===== config.mk =====
export PLATFORM = sky130hd
export DESIGN_NAME = core_evt_timer
export DESIGN_NICKNAME = d
export VERILOG_FILES = /design/src/rtl/ptim_pkg.sv /design/src/rtl/ptim_freerun.sv /design/src/rtl/ptim_countdown.sv /design/src/rtl/ptim_regport.sv /design/src/rtl/core_evt_timer.sv
export SDC_FILE = /design/constraint.sdc
export NUM_CORES = 1
export LEC_CHECK = 0
export BUFFER_PORTS_ARGS = -buffer_cell sky130_fd_sc_hd__buf_2
export CAP_MARGIN = 0
export CORE_MARGIN = 3
export CORE_UTILIZATION = 40
export CTS_BUF_LIST = sky130_fd_sc_hd__clkbuf_4 sky130_fd_sc_hd__clkbuf_8
export DETAILED_ROUTE_END_ITERATION = 16
export PLACE_DENSITY = 0.68
export SLEW_MARGIN = 20
export SYNTH_ARGS = -nofsm -noshare
export SYNTH_HDL_FRONTEND = slang
export SYNTH_SLANG_ARGS = --single-unit

===== constraint.sdc =====
create_clock -name clk -period 3.21 [get_ports clk]
set_input_delay 0.642 -clock clk [delete_from_list [all_inputs] [get_ports clk]]
set_output_delay 0.642 -clock clk [all_outputs]
set_load 0.02 [all_outputs]

===== src/rtl/ptim_pkg.sv =====
package ptim_pkg;
    localparam int SEL_W = 5;
    localparam logic [SEL_W-1:0] SEL_CTRL  = 5'd0;
    localparam logic [SEL_W-1:0] SEL_STAT  = 5'd1;
    localparam logic [SEL_W-1:0] SEL_COUNT = 5'd3;
    localparam logic [SEL_W-1:0] SEL_LOAD  = 5'd6;

    typedef enum logic [1:0] {
        CD_IDLE = 2'd0,
        CD_RUN  = 2'd1,
        CD_HOLD = 2'd2
    } cd_state_t;
endpackage


===== src/rtl/ptim_freerun.sv =====
module ptim_freerun #(
    parameter int               CNT_W = 32,
    parameter logic [CNT_W-1:0] INIT  = '0
) (
    input  logic             clk,
    input  logic             rst_n,
    output logic [CNT_W-1:0] count_o
);
    localparam logic [CNT_W-1:0] STEP = {{(CNT_W-1){1'b0}}, 1'b1};

    logic [CNT_W-1:0] count_q;

    always_ff @(posedge clk or negedge rst_n) begin
        if (!rst_n) count_q <= INIT;
        else        count_q <= count_q + STEP;
    end

    always_comb count_o = count_q;

    // advances by one every edge, wrapping naturally
    assert_count_step_R2: assert property (@(posedge clk) disable iff (!rst_n)
        1'b1 |=> count_q == $past(count_q) + STEP);
endmodule


===== src/rtl/ptim_countdown.sv =====
module ptim_countdown
    import ptim_pkg::*;
#(
    parameter int CNT_W = 32
) (
    input  logic             clk,
    input  logic             rst_n,
    input  logic             en_i,
    input  logic             load_we_i,
    input  logic [CNT_W-1:0] load_val_i,
    input  logic             clr_we_i,
    output logic [CNT_W-1:0] remain_o,
    output logic             status_o
);
    localparam logic [CNT_W-1:0] ONE  = {{(CNT_W-1){1'b0}}, 1'b1};
    localparam logic [CNT_W-1:0] ZERO = '0;

    cd_state_t        state_q, state_d;
    logic [CNT_W-1:0] remain_q;
    logic             status_q;
    logic             dec, expire, load_zero;

    always_comb begin
        load_zero = (load_val_i == ZERO);
        dec       = (state_q == CD_RUN) && en_i && !load_we_i;
        expire    = dec && (remain_q == ONE);
        state_d   = state_q;
        unique case (state_q)
            CD_IDLE: begin
                if (load_we_i && !load_zero) state_d = en_i ? CD_RUN : CD_HOLD;
            end
            CD_RUN: begin
                if (load_we_i)   state_d = load_zero ? CD_IDLE : (en_i ? CD_RUN : CD_HOLD);
                else if (!en_i)  state_d = CD_HOLD;
                else if (expire) state_d = CD_IDLE;
            end
            CD_HOLD: begin
                if (load_we_i)   state_d = load_zero ? CD_IDLE : (en_i ? CD_RUN : CD_HOLD);
                else if (en_i)   state_d = CD_RUN;
            end
            default: state_d = CD_IDLE;
        endcase
    end

    always_ff @(posedge clk or negedge rst_n) begin
        if (!rst_n) state_q <= CD_IDLE;
        else        state_q <= state_d;
    end

    always_ff @(posedge clk or negedge rst_n) begin
        if (!rst_n) begin
            remain_q <= ZERO;
            status_q <= 1'b0;
        end else begin
            if (load_we_i) remain_q <= load_val_i;
            else if (dec)  remain_q <= remain_q - ONE;
            if (expire)        status_q <= 1'b1;
            else if (clr_we_i) status_q <= 1'b0;
        end
    end

    always_comb begin
        remain_o = remain_q;
        status_o = status_q;
    end

    // a running, enabled countdown loses one tick per edge
    assert_remain_step_R3: assert property (@(posedge clk) disable iff (!rst_n)
        (state_q == CD_RUN && en_i && !load_we_i) |=> remain_o == $past(remain_o) - ONE);
    // status only rises from the last tick of a run
    assert_status_source_R3: assert property (@(posedge clk) disable iff (!rst_n)
        $rose(status_o) |-> $past(state_q == CD_RUN && remain_o == ONE && en_i));
    // disabled countdown holds its value
    assert_hold_stable_R6: assert property (@(posedge clk) disable iff (!rst_n)
        (!en_i && !load_we_i) |=> $stable(remain_o));
    // clear without concurrent expiry drops the flag
    assert_clear_R5: assert property (@(posedge clk) disable iff (!rst_n)
        (clr_we_i && !(state_q == CD_RUN && en_i && !load_we_i && remain_o == ONE)) |=> !status_o);
    // reloading never clears a pending flag
    assert_reload_keeps_R8: assert property (@(posedge clk) disable iff (!rst_n)
        (load_we_i && status_o && !clr_we_i) |=> status_o);
endmodule


===== src/rtl/ptim_regport.sv =====
module ptim_regport
    import ptim_pkg::*;
#(
    parameter int CNT_W = 32
) (
    input  logic             clk,
    input  logic             rst_n,
    input  logic [SEL_W-1:0] sel_i,
    input  logic [CNT_W-1:0] wdata_i,
    input  logic             we_i,
    input  logic [CNT_W-1:0] count_i,
    input  logic [CNT_W-1:0] remain_i,
    input  logic             status_i,
    output logic             en_o,
    output logic             load_we_o,
    output logic [CNT_W-1:0] load_val_o,
    output logic             clr_we_o,
    output logic [CNT_W-1:0] rdata_o
);
    logic ctrl_q;
    logic ctrl_we;

    always_comb begin
        ctrl_we    = we_i && (sel_i == SEL_CTRL);
        load_we_o  = we_i && (sel_i == SEL_LOAD);
        clr_we_o   = we_i && (sel_i == SEL_STAT) && !wdata_i[0];
        load_val_o = wdata_i;
        en_o       = ctrl_q;
    end

    always_ff @(posedge clk or negedge rst_n) begin
        if (!rst_n)       ctrl_q <= 1'b0;
        else if (ctrl_we) ctrl_q <= wdata_i[0];
    end

    always_comb begin
        rdata_o = '0;
        unique case (sel_i)
            SEL_CTRL:  rdata_o[0] = ctrl_q;
            SEL_STAT:  rdata_o[0] = status_i;
            SEL_COUNT: rdata_o    = count_i;
            SEL_LOAD:  rdata_o    = remain_i;
            default:   rdata_o    = '0;
        endcase
    end

    // a write to an unimplemented index raises no strobe
    assert_unimpl_no_strobe_R10: assert property (@(posedge clk) disable iff (!rst_n)
        (we_i && sel_i != SEL_CTRL && sel_i != SEL_STAT && sel_i != SEL_LOAD)
        |-> !(ctrl_we || load_we_o || clr_we_o));
    // control only changes through its own index
    assert_ctrl_only_own_R10: assert property (@(posedge clk) disable iff (!rst_n)
        !(we_i && sel_i == SEL_CTRL) |=> $stable(ctrl_q));
endmodule


===== src/rtl/core_evt_timer.sv =====
module core_evt_timer
    import ptim_pkg::*;
#(
    parameter int           CNT_W      = 32,
    parameter logic [31:0]  COUNT_INIT = 32'd0
) (
    input  logic             clk,
    input  logic             rst_n,
    input  logic [4:0]       cr_sel,
    input  logic [31:0]      cr_wdata,
    input  logic             cr_we,
    output logic [31:0]      cr_rdata,
    output logic             irq
);
    logic [CNT_W-1:0] count, remain, load_val, rdata;
    logic             en, load_we, clr_we, status;

    ptim_freerun #(.CNT_W(CNT_W), .INIT(COUNT_INIT[CNT_W-1:0])) u_free (
        .clk(clk), .rst_n(rst_n), .count_o(count));

    ptim_countdown #(.CNT_W(CNT_W)) u_cd (
        .clk(clk), .rst_n(rst_n), .en_i(en), .load_we_i(load_we),
        .load_val_i(load_val), .clr_we_i(clr_we),
        .remain_o(remain), .status_o(status));

    ptim_regport #(.CNT_W(CNT_W)) u_rp (
        .clk(clk), .rst_n(rst_n), .sel_i(cr_sel), .wdata_i(cr_wdata[CNT_W-1:0]),
        .we_i(cr_we), .count_i(count), .remain_i(remain), .status_i(status),
        .en_o(en), .load_we_o(load_we), .load_val_o(load_val),
        .clr_we_o(clr_we), .rdata_o(rdata));

    always_comb begin
        cr_rdata = rdata;
        irq      = status & en;
    end

    // the interrupt rises only with both the flag and enable present
    assert_irq_rise_R7: assert property (@(posedge clk) disable iff (!rst_n)
        $rose(irq) |-> (status && en));
endmodule


Word level (Yosys, flattened, before mapping)
Index checks and enable logic that the tools add are counted.

Output and inout bits: 33. Register bits after elaboration: 68. Word-level logic and storage cells: 49. Input port bits: 40.

Reductions and logical operators: 17. Bitwise gates (word level): 1. $add $sub $neg: 2. Eq/ne operators: 9. Muxes and demuxes: 15.

Operator list (number): 32-bit 2-to-1 mux (2); 31-bit one-hot mux with 2 select lines (1); 32-bit by 1-bit adder with 32-bit output, second input constant (1); 32-bit by 1-bit == test with 1-bit output, second input constant (1); 32-bit zero test (1); 32-bit by 1-bit subtractor with 32-bit output, second input constant (1); 2-bit 2-to-1 mux (8); 1-bit logical AND (8); 2-bit one-hot mux with 3 select lines (1); 5-bit by 1-bit == test with 1-bit output, second input constant (1); 5-bit by 2-bit == test with 1-bit output, second input constant (1); 5-bit by 3-bit == test with 1-bit output, second input constant (1); 5-bit zero test (1); 4-bit inequality test, second input constant (1); 1-bit one-hot mux with 4 select lines (1); 2-bit nonzero test (2); 1-bit zero test (3); 3-bit by 1-bit inequality test with 1-bit output, second input constant (1); 3-bit AND reduction (1); 2-bit by 1-bit == test with 1-bit output, second input constant (1); 2-bit == test, second input constant (1); 2-bit zero test (1); 1-bit 2-to-1 mux (2); 2-bit by 1-bit inequality test with 1-bit output, second input constant (1); 1-bit bitwise AND (1).

Depth between registers and ports, before layout
Gate-level depths: netlist of run 1.

Depth in word-level cells: 9. Mapped depth: 7. Mapped depth without buffers: 7.

Cells and area by module
Synthesis of run 1 repeated with hierarchy kept, for this count alone.

Cells, all modules: 492. Area, all modules: 4518.1 um^2.

By module, submodules not included: ptim_countdown (seq. area each 875.8 um^2, area an instance 2288.4 um^2, cells each 276, times used 1); ptim_freerun (seq. area each 800.8 um^2, area an instance 1478.9 um^2, cells each 127, times used 1); ptim_regport (seq. area each 25.0 um^2, area an instance 744.5 um^2, cells each 88, times used 1); core_evt_timer (seq. area each 0.0 um^2, area an instance 6.3 um^2, cells each 1, times used 1).

Worst setup path before layout of run 1
Ideal clock, no wire load.

Kind: in2out. Start: input cr_sel[0]. End: output cr_rdata[0]. Path buffers: 2. Required time: 2568 ps. Slack: 710 ps. Data arrival time: 1858 ps. Stages: 5. Cell sequence: nor4b_1 -> and2_1 -> clkbuf_1 -> clkbuf_1 -> a22o_1.

Longest elaborated chain between the ends: 2. Elaborated cells between the ends (all ways): 5. Classes of those cells: eq/ne (3); mux (1); reduce/logical (1).

Ends and longest elaborated chain: start, declared (line core_evt_timer.sv:9) `input logic [4:0] cr_sel,`; 5-bit by 3-bit == test with 1-bit output, or another cell as far along (line ptim_regport.sv:38) `unique case (sel_i)`; 1-bit one-hot mux with 4 select lines (*) (line ptim_regport.sv:38); end, declared (line core_evt_timer.sv:12) `output logic [31:0] cr_rdata,`.

Every way passes the cells marked *; elsewhere a longest branch is shown, timed or not.

Final worst setup path of run 1
Start: input cr_sel[0]. End: output cr_rdata[2].

Longest elaborated chain between the ends: 2. Elaborated cells between the ends (all ways): 3. Classes of those cells: eq/ne (2); mux (1).

Ends and longest elaborated chain (line): 5-bit by 3-bit == test with 1-bit output / 5-bit by 2-bit == test with 1-bit output (equally long branches) (ptim_regport.sv:38); 31-bit one-hot mux with 2 select lines (*) (ptim_regport.sv:38).

Marks and branches as above.

==> summary.txt, run 1 <==
Drt
  – DRC Markers: 0
  – First-pass detailed-route iteration total: 5
  – Routed Antenna Nets: 0
  – Vias post-DR: around 3300
  – Post-Route WL: about 10000 um
  – Vias/cell: ~5.6
  – DR iter-0 viols: 240
  – Routed len/inst: around 17 um

GRT
  – Via count of the first global-routing pass: 3275
  – GR Overflow Total: 0
  – Gr usage total: between 15 and 20%
  – Largest net degree at the start of global routing: between 60 and 70
  – First-pass GRT wire length: approximately 17000 um
  – Initial antenna violation count: 0

Synthesis
  – Sequential element share of the synthesized area: about 45%
  – Post-Syn Area: 3810 um2
  – Ys async rst share: 100%
  – Post-synthesis cell count: around 400
  – Synth warnings: 0
  – Main synth FF type: dfrtp_1
  – Syn_nets: approximately 440
  – Seq cells post-synth: roughly 70
  – Post-synth EDFFs: 0
  – Yosys cell types: 41
  – Syn avg cell area: approximately 9.6 um2

Worst setup path
  – Critical path class: in -> out
  – Flop2flop setup slack: 0.92 ns
  – Crit path max fanout: 32
  – Startpoint Class: input port
  – WP data arrival: ~2.1 ns
  – CP Capture Type: primary output
  – CP required: around 2.6 ns

Clocking
  – H-tree depth: 3
  – Maximum clock path buffer count: 2
  – CTS tree: done
  – Worst skew pair latency: 0.34 ns
  – CTS sink cnt: a little under 70
  – CTS resizes: 0
  – Cts hold-fix bufs: 0
  – Post CTS Setup Buffer Count: 0
  – Root buffer cell: clkbuf_8
  – CTS Buf Count: 9
  – Clock transition at path regs: ~0.07 ns

Outcome
  – Status: complete, no violations

Pwr
  – Power Dens Cells: between 400 and 500 nW/um2
  – Final Total Pwr: around 2.0 mW
  – P_leak: about 1.9 nW
  – Max IR drop VDD: around 0.24 mV

Placement
  – DP HPWL: roughly 7600 um
  – RePlAce Congestion: roughly 0.9
  – Pre-CTS WS: 0.440 ns
  – Port-buffer cells: between 70 and 80
  – Placed Cells: 580

Die
  – Core area: between 8000 and 9000 um2
  – # IOs: 73
  – Initial Util: a little over two fifths
  – Total die area: ~11000 um2
  – DIE WIDTH: 104 um
  – Row count: 34
  – Die Y: 104 um

Finish
  – Commonest non-fill, non-tap cell in the layout: buf_2
  – Post-layout util: around 50%
  – Commonest non-fill, non-tap cells in the layout: 72 x buf_2, 68 x dfrtp_1, 45 x xnor2_1, 43 x nor2_1, 32 x a22o_1
  – Layout cell share with drive strength beyond 1: a little under a quarter
  – Diode count: 0
  – Area Growth Syn to Fin: 17.8%
  – Nets: approximately 500
  – Non-filler cells, final: about 600

STA
  – Setup TNS: 0 ns
  – Achievable Freq: roughly 360 MHz
  – Final worst path period need: around 2.8 ns
  – Clock Skew: 0.00286 ns
  – Rel. slew slack: 54.1%
  – Period utilization: 86.2%
  – Fin worst setup slack: around 0.44 ns
  – Slew Limit Fails: 0
  – Final setup violation count: 0
  – RSZ-0062 raised after global routing: false
  – Least-Margin Pin Slew: 0.682 ns
  – Final hold vios: 0

Worst hold path
  – Hold Crit Class: in -> async

Run
  – Maxcap violations: 0
==> worst max-delay path: stages <==
cell     delay [ns]
buf_2          0.14
nor4b_1        0.43
and2_1         0.19
buf_4          0.31
a22o_1         0.23
buf_2          0.17
==> state kept, by name, indices dropped and copies added, names as in the netlist <==
register	count
u_cd.remain_o	32
u_free.count_o	32
u_cd.state_q	2
u_cd.status_o	1
u_rp.en_o	1
==> kinds of logic after synthesis <==
group / count (synthesis) / synth area share, %
adders and majority gates: 3 / 0.986
buffers and inverters: 22 / 2.27
AOI/OAI and AO/OA: 68 / 12.3
and+or+nand+nor: 171 / 25.1
DFF: 68 / 44.7
xor gates and xnor gates: 60 / 13.8
muxes: 3 / 0.855
==> area by class of cell <==
cell class / instances / area, um2
clock buffers: 11 / 145
clock inverters: 5 / 27.5
fillers: 891 / 4490
inverters: 3 / 11.3
multi-input cells: 305 / 2020
flip-flops and latches: 68 / 1700
well taps: 126 / 158
repair buffers: 78 / 418
==> per-layer routing <==
metal / track usage, % / wire length (um) / vias to the layer above
met2: 30.7 / 4810 / 107
met5: 0 / 0 / -
li1: - / - / 1580
met4: 5.03 / 112 / 0
met1: 26.7 / 4710 / 1627
met3: 4.85 / 565 / 13
==> worst paths after layout <==
kind / from / end / cells after the start
worst max-delay path: cr_sel[0] / cr_rdata[2] / 6
worst min-delay path: rst_n / u_free.count_o[14] / 1
worst max register to register: u_free.count_o[14] / u_free.count_o[27] / 5
worst min register to register: u_free.count_o[31] / u_free.count_o[31] / 1
max in group asynchronous: rst_n / u_cd.remain_o[24] / 2
min in group clk: u_free.count_o[31] / u_free.count_o[31] / 1
==> where the power goes <==
part           total (mW)  internal, mW  switching [mW]  leakage [nW]
clock               0.634         0.305           0.329        0.0923
combinational       0.285         0.152           0.134         0.962
sequential           1.11         0.953           0.155         0.815
==> synthesized netlist by cell type (4+ instances only) <==
library cell | instances | share of area [%]
dfrtp_1 | 68 | 45
xnor2_1 | 45 | 10
nor2_1 | 43 | 4.2
a22o_1 | 32 | 7.4
a21oi_1 | 30 | 3.9
nor4_1 | 22 | 3.6
nand2_1 | 21 | 2.1
clkbuf_1 | 18 | 1.8
nor3_1 | 17 | 2.2
nand4_1 | 15 | 2.5
xor2_1 | 15 | 3.5
nand3_1 | 14 | 1.8
or3_1 | 5 | 0.82
and3_1 | 4 | 0.66
or4_4 | 4 | 1.2
==> per-stage QoR <==
stage,instance area [um2],hold slack [ns]
floorplan,3810,0.346
finish,4480,0.112
detailed placement,4310,0.472
global route,4480,0.0896
global placement,4310,0.469
CTS,4480,0.0934
Power figures use the tool's default switching activity.
==> run 2, diff against run 1 <==
- PLACE_DENSITY: 0.68 -> 0.7
- clock period: 3.21 -> 2.3 ns (I/O delays scaled with it)
==> run 2 against run 1 <==
Die area stayed put. Register-to-register slack worse by 0.76 ns. Total power is 52% higher. First-iteration DRC count is 26% lower. Cell count is 2.3% higher. Setup slack worse by 0.29 ns. Sequential share of layout area is 1.5 points lower. Routed wire length is 2.7% higher. Sequential cell count stayed put. Design area is 4.0% higher. Via count is 2.4% higher. Clock skew is 0.0048 ns higher. Critical path type unchanged. Critical endpoint is now cr_rdata[12]. Largest cell class unchanged.
==> summary.txt, run 2 (synthesis gave the netlist of run 1 again) <==
Finish
  – Post-route design area: 4660 um2 (was 4480 um2)
  – Diode count: 0 (unchanged)
  – Area Growth Syn to Fin: 22.5% (was 17.8%)
  – Nets: 522 (was 508)
  – Layout cell share with drive strength beyond 1: 25.6% (was 23.2%)
  – Post-layout util: 52.0% (was 50.0%)
  – Commonest non-fill, non-tap cells in the layout: 72 x buf_2, 68 x dfrtp_1, 45 x xnor2_1, 43 x nor2_1, 32 x a22o_1 (unchanged)
  – Commonest non-fill, non-tap cell in the layout: buf_2 (unchanged)

Worst setup path
  – CP Capture Type: primary output (unchanged)
  – Critical path class: in -> out (unchanged)
  – Startpoint Class: input port (unchanged)
  – Crit path max fanout: 32 (unchanged)
  – Worst R2R Path Depth: 5 (unchanged)
  – CP required: 1.84 ns (was 2.57 ns)
  – WP data arrival: 1.69 ns (was 2.13 ns)

Clocking
  – CTS resizes: 0 (unchanged)
  – Cts hold-fix bufs: 0 (unchanged)
  – CTS tree: done (unchanged)
  – Worst skew pair latency: 0.35 ns (was 0.34 ns)
  – Maximum clock path buffer count: 2 (unchanged)
  – H-tree depth: 3 (unchanged)
  – CTS Buf Count: 9 (unchanged)
  – Root buffer cell: clkbuf_8 (unchanged)
  – Clock transition at path regs: 0.08 ns (was 0.07 ns)
  – CTS sink cnt: 68 (unchanged)
  – Post CTS Setup Buffer Count: 0 (unchanged)

Outcome
  – Status: complete, no violations (unchanged)

GRT
  – Global-route track usage on met3: 5.10% (was 4.85%)
  – First-pass GRT wire length: 17500 um (was 16900 um)
  – GR peak layer: met2 (unchanged)
  – Largest net degree at the start of global routing: 69 (was 65)
  – M1 GR Usage: 27.5% (was 26.7%)
  – Via count of the first global-routing pass: 3427 (was 3275)
  – Met2 usage: 32.7% (was 30.7%)
  – Initial antenna violation count: 0 (unchanged)
  – GR Overflow Total: 0 (unchanged)
  – Gr usage total: 20.2% (was 19.4%)

Drt
  – Routed Antenna Nets: 0 (unchanged)
  – DRC Markers: 0 (unchanged)
  – DR iter-0 viols: 178 (was 240)
  – Vias post-DR: 3408 (was 3327)
  – Vias/cell: 5.59 (was 5.58)
  – Post-Route WL: 10500 um (was 10200 um)
  – First-pass detailed-route iteration total: 4 (was 5)
  – Routed len/inst: 17.2 um (was 17.1 um)

STA
  – Period utilization: 93.5%
  – Min Hold Slack: 0.100 ns (was 0.112 ns)
  – Rel. slew slack: 60.4% (was 54.1%)
  – Setup TNS: 0 ns (unchanged)
  – Slew Limit Fails: 0 (unchanged)
  – RSZ-0062 raised after global routing: false (unchanged)
  – Clock Skew: 0.00770 ns (was 0.00286 ns)
  – Least-Margin Pin Slew: 0.588 ns (was 0.682 ns)
  – Achievable Freq: about 460 MHz
  – Fin worst setup slack: 0.149 ns (was 0.443 ns)
  – Final setup violation count: 0 (unchanged)
  – Final worst path period need: roughly 2.2 ns
  – Final hold vios: 0 (unchanged)

Die
  – Row count: 34 (unchanged)
  – Total die area: 10700 um2 (unchanged)
  – DIE WIDTH: 104 um (unchanged)
  – # IOs: 73 (unchanged)
  – Initial Util: 42.4% (unchanged)
  – Core area: 8980 um2 (unchanged)
  – Die Y: 104 um (unchanged)

Placement
  – Pre-CTS WS: 0.0285 ns (was 0.440 ns)
  – DP HPWL: 7840 um (was 7560 um)
  – DP Area: 4440 um2 (was 4310 um2)
  – RePlAce Congestion: 0.886 (was 0.885)
  – Port-buffer cells: 72 (unchanged)

Pwr
  – P_leak: 1.96 nW (was 1.87 nW)
  – Power Dens Cells: 660 nW/um2 (was 452 nW/um2)
  – Max IR drop VDD: 0.366 mV (was 0.242 mV)

Run
  – Maxcap violations: 0 (unchanged)

Worst hold path
  – Hold Crit Class: in -> async (unchanged)
-- run 2: cell types whose count changed in the layout (fill, tap and decap cells not counted) --
cell,change
buf_12,+2
buf_4,+12
bufinv_16,+2
clkbuf_4,-1
clkbuf_8,-1
clkinv_2,-1
clkinv_4,+1
nor4b_1,-1
nor4b_2,+1
-- run 2: through the flow --
step	total power, mW	std cells
4_1_cts	3.10	610
3_5_place_dp	2.01	594
6_report	3.08	610
2_1_floorplan	1.76	395
3_3_place_gp	1.99	594
5_1_grt	3.23	610
-- run 2: path summary, 6_finish.rpt --
check,slack (ns),startpoint,endpoint
max,0.15,cr_sel[0],cr_rdata[12]
max reg2reg,0.16,u_cd.remain_o[26],u_cd.state_q[0]
min reg2reg,0.49,u_free.count_o[31],u_free.count_o[31]
max in group asynchronous,1.86,rst_n,u_cd.remain_o[1]
min,0.10,rst_n,u_free.count_o[15]
min in group clk,0.36,cr_wdata[1],u_cd.remain_o[1]
-- run 2: critical path, stage by stage --
cell and delay [ns]:
buf_2 0.11, nor4b_2 0.34, and2_1 0.22, buf_12 0.19, a22o_1 0.19, buf_2 0.17
-- run 2: layer usage --
layer  up-vias  share of wire [%]
met4         0                1.1
met3        13                7.2
met5         -                  0
met1      1649                 45
met2       133                 47
li1       1613                  -
-- run 2: layout make-up --
cell class,count,area [um2]
Fill cell,856,4310
Timing Repair Buffer,92,548
Multi-Input combinational cell,305,2030
Sequential cell,68,1700
Clock inverter,7,91.3
Tap cell,126,158
Inverter,3,11.3
Clock buffer,9,124
-- run 2: where the power goes --
part	leakage (nW)	internal (mW)	total (mW)	switching [mW]
sequential	0.815	1.33	1.52	0.186
clock	0.109	0.606	1.08	0.478
combinational	1.03	0.247	0.477	0.230
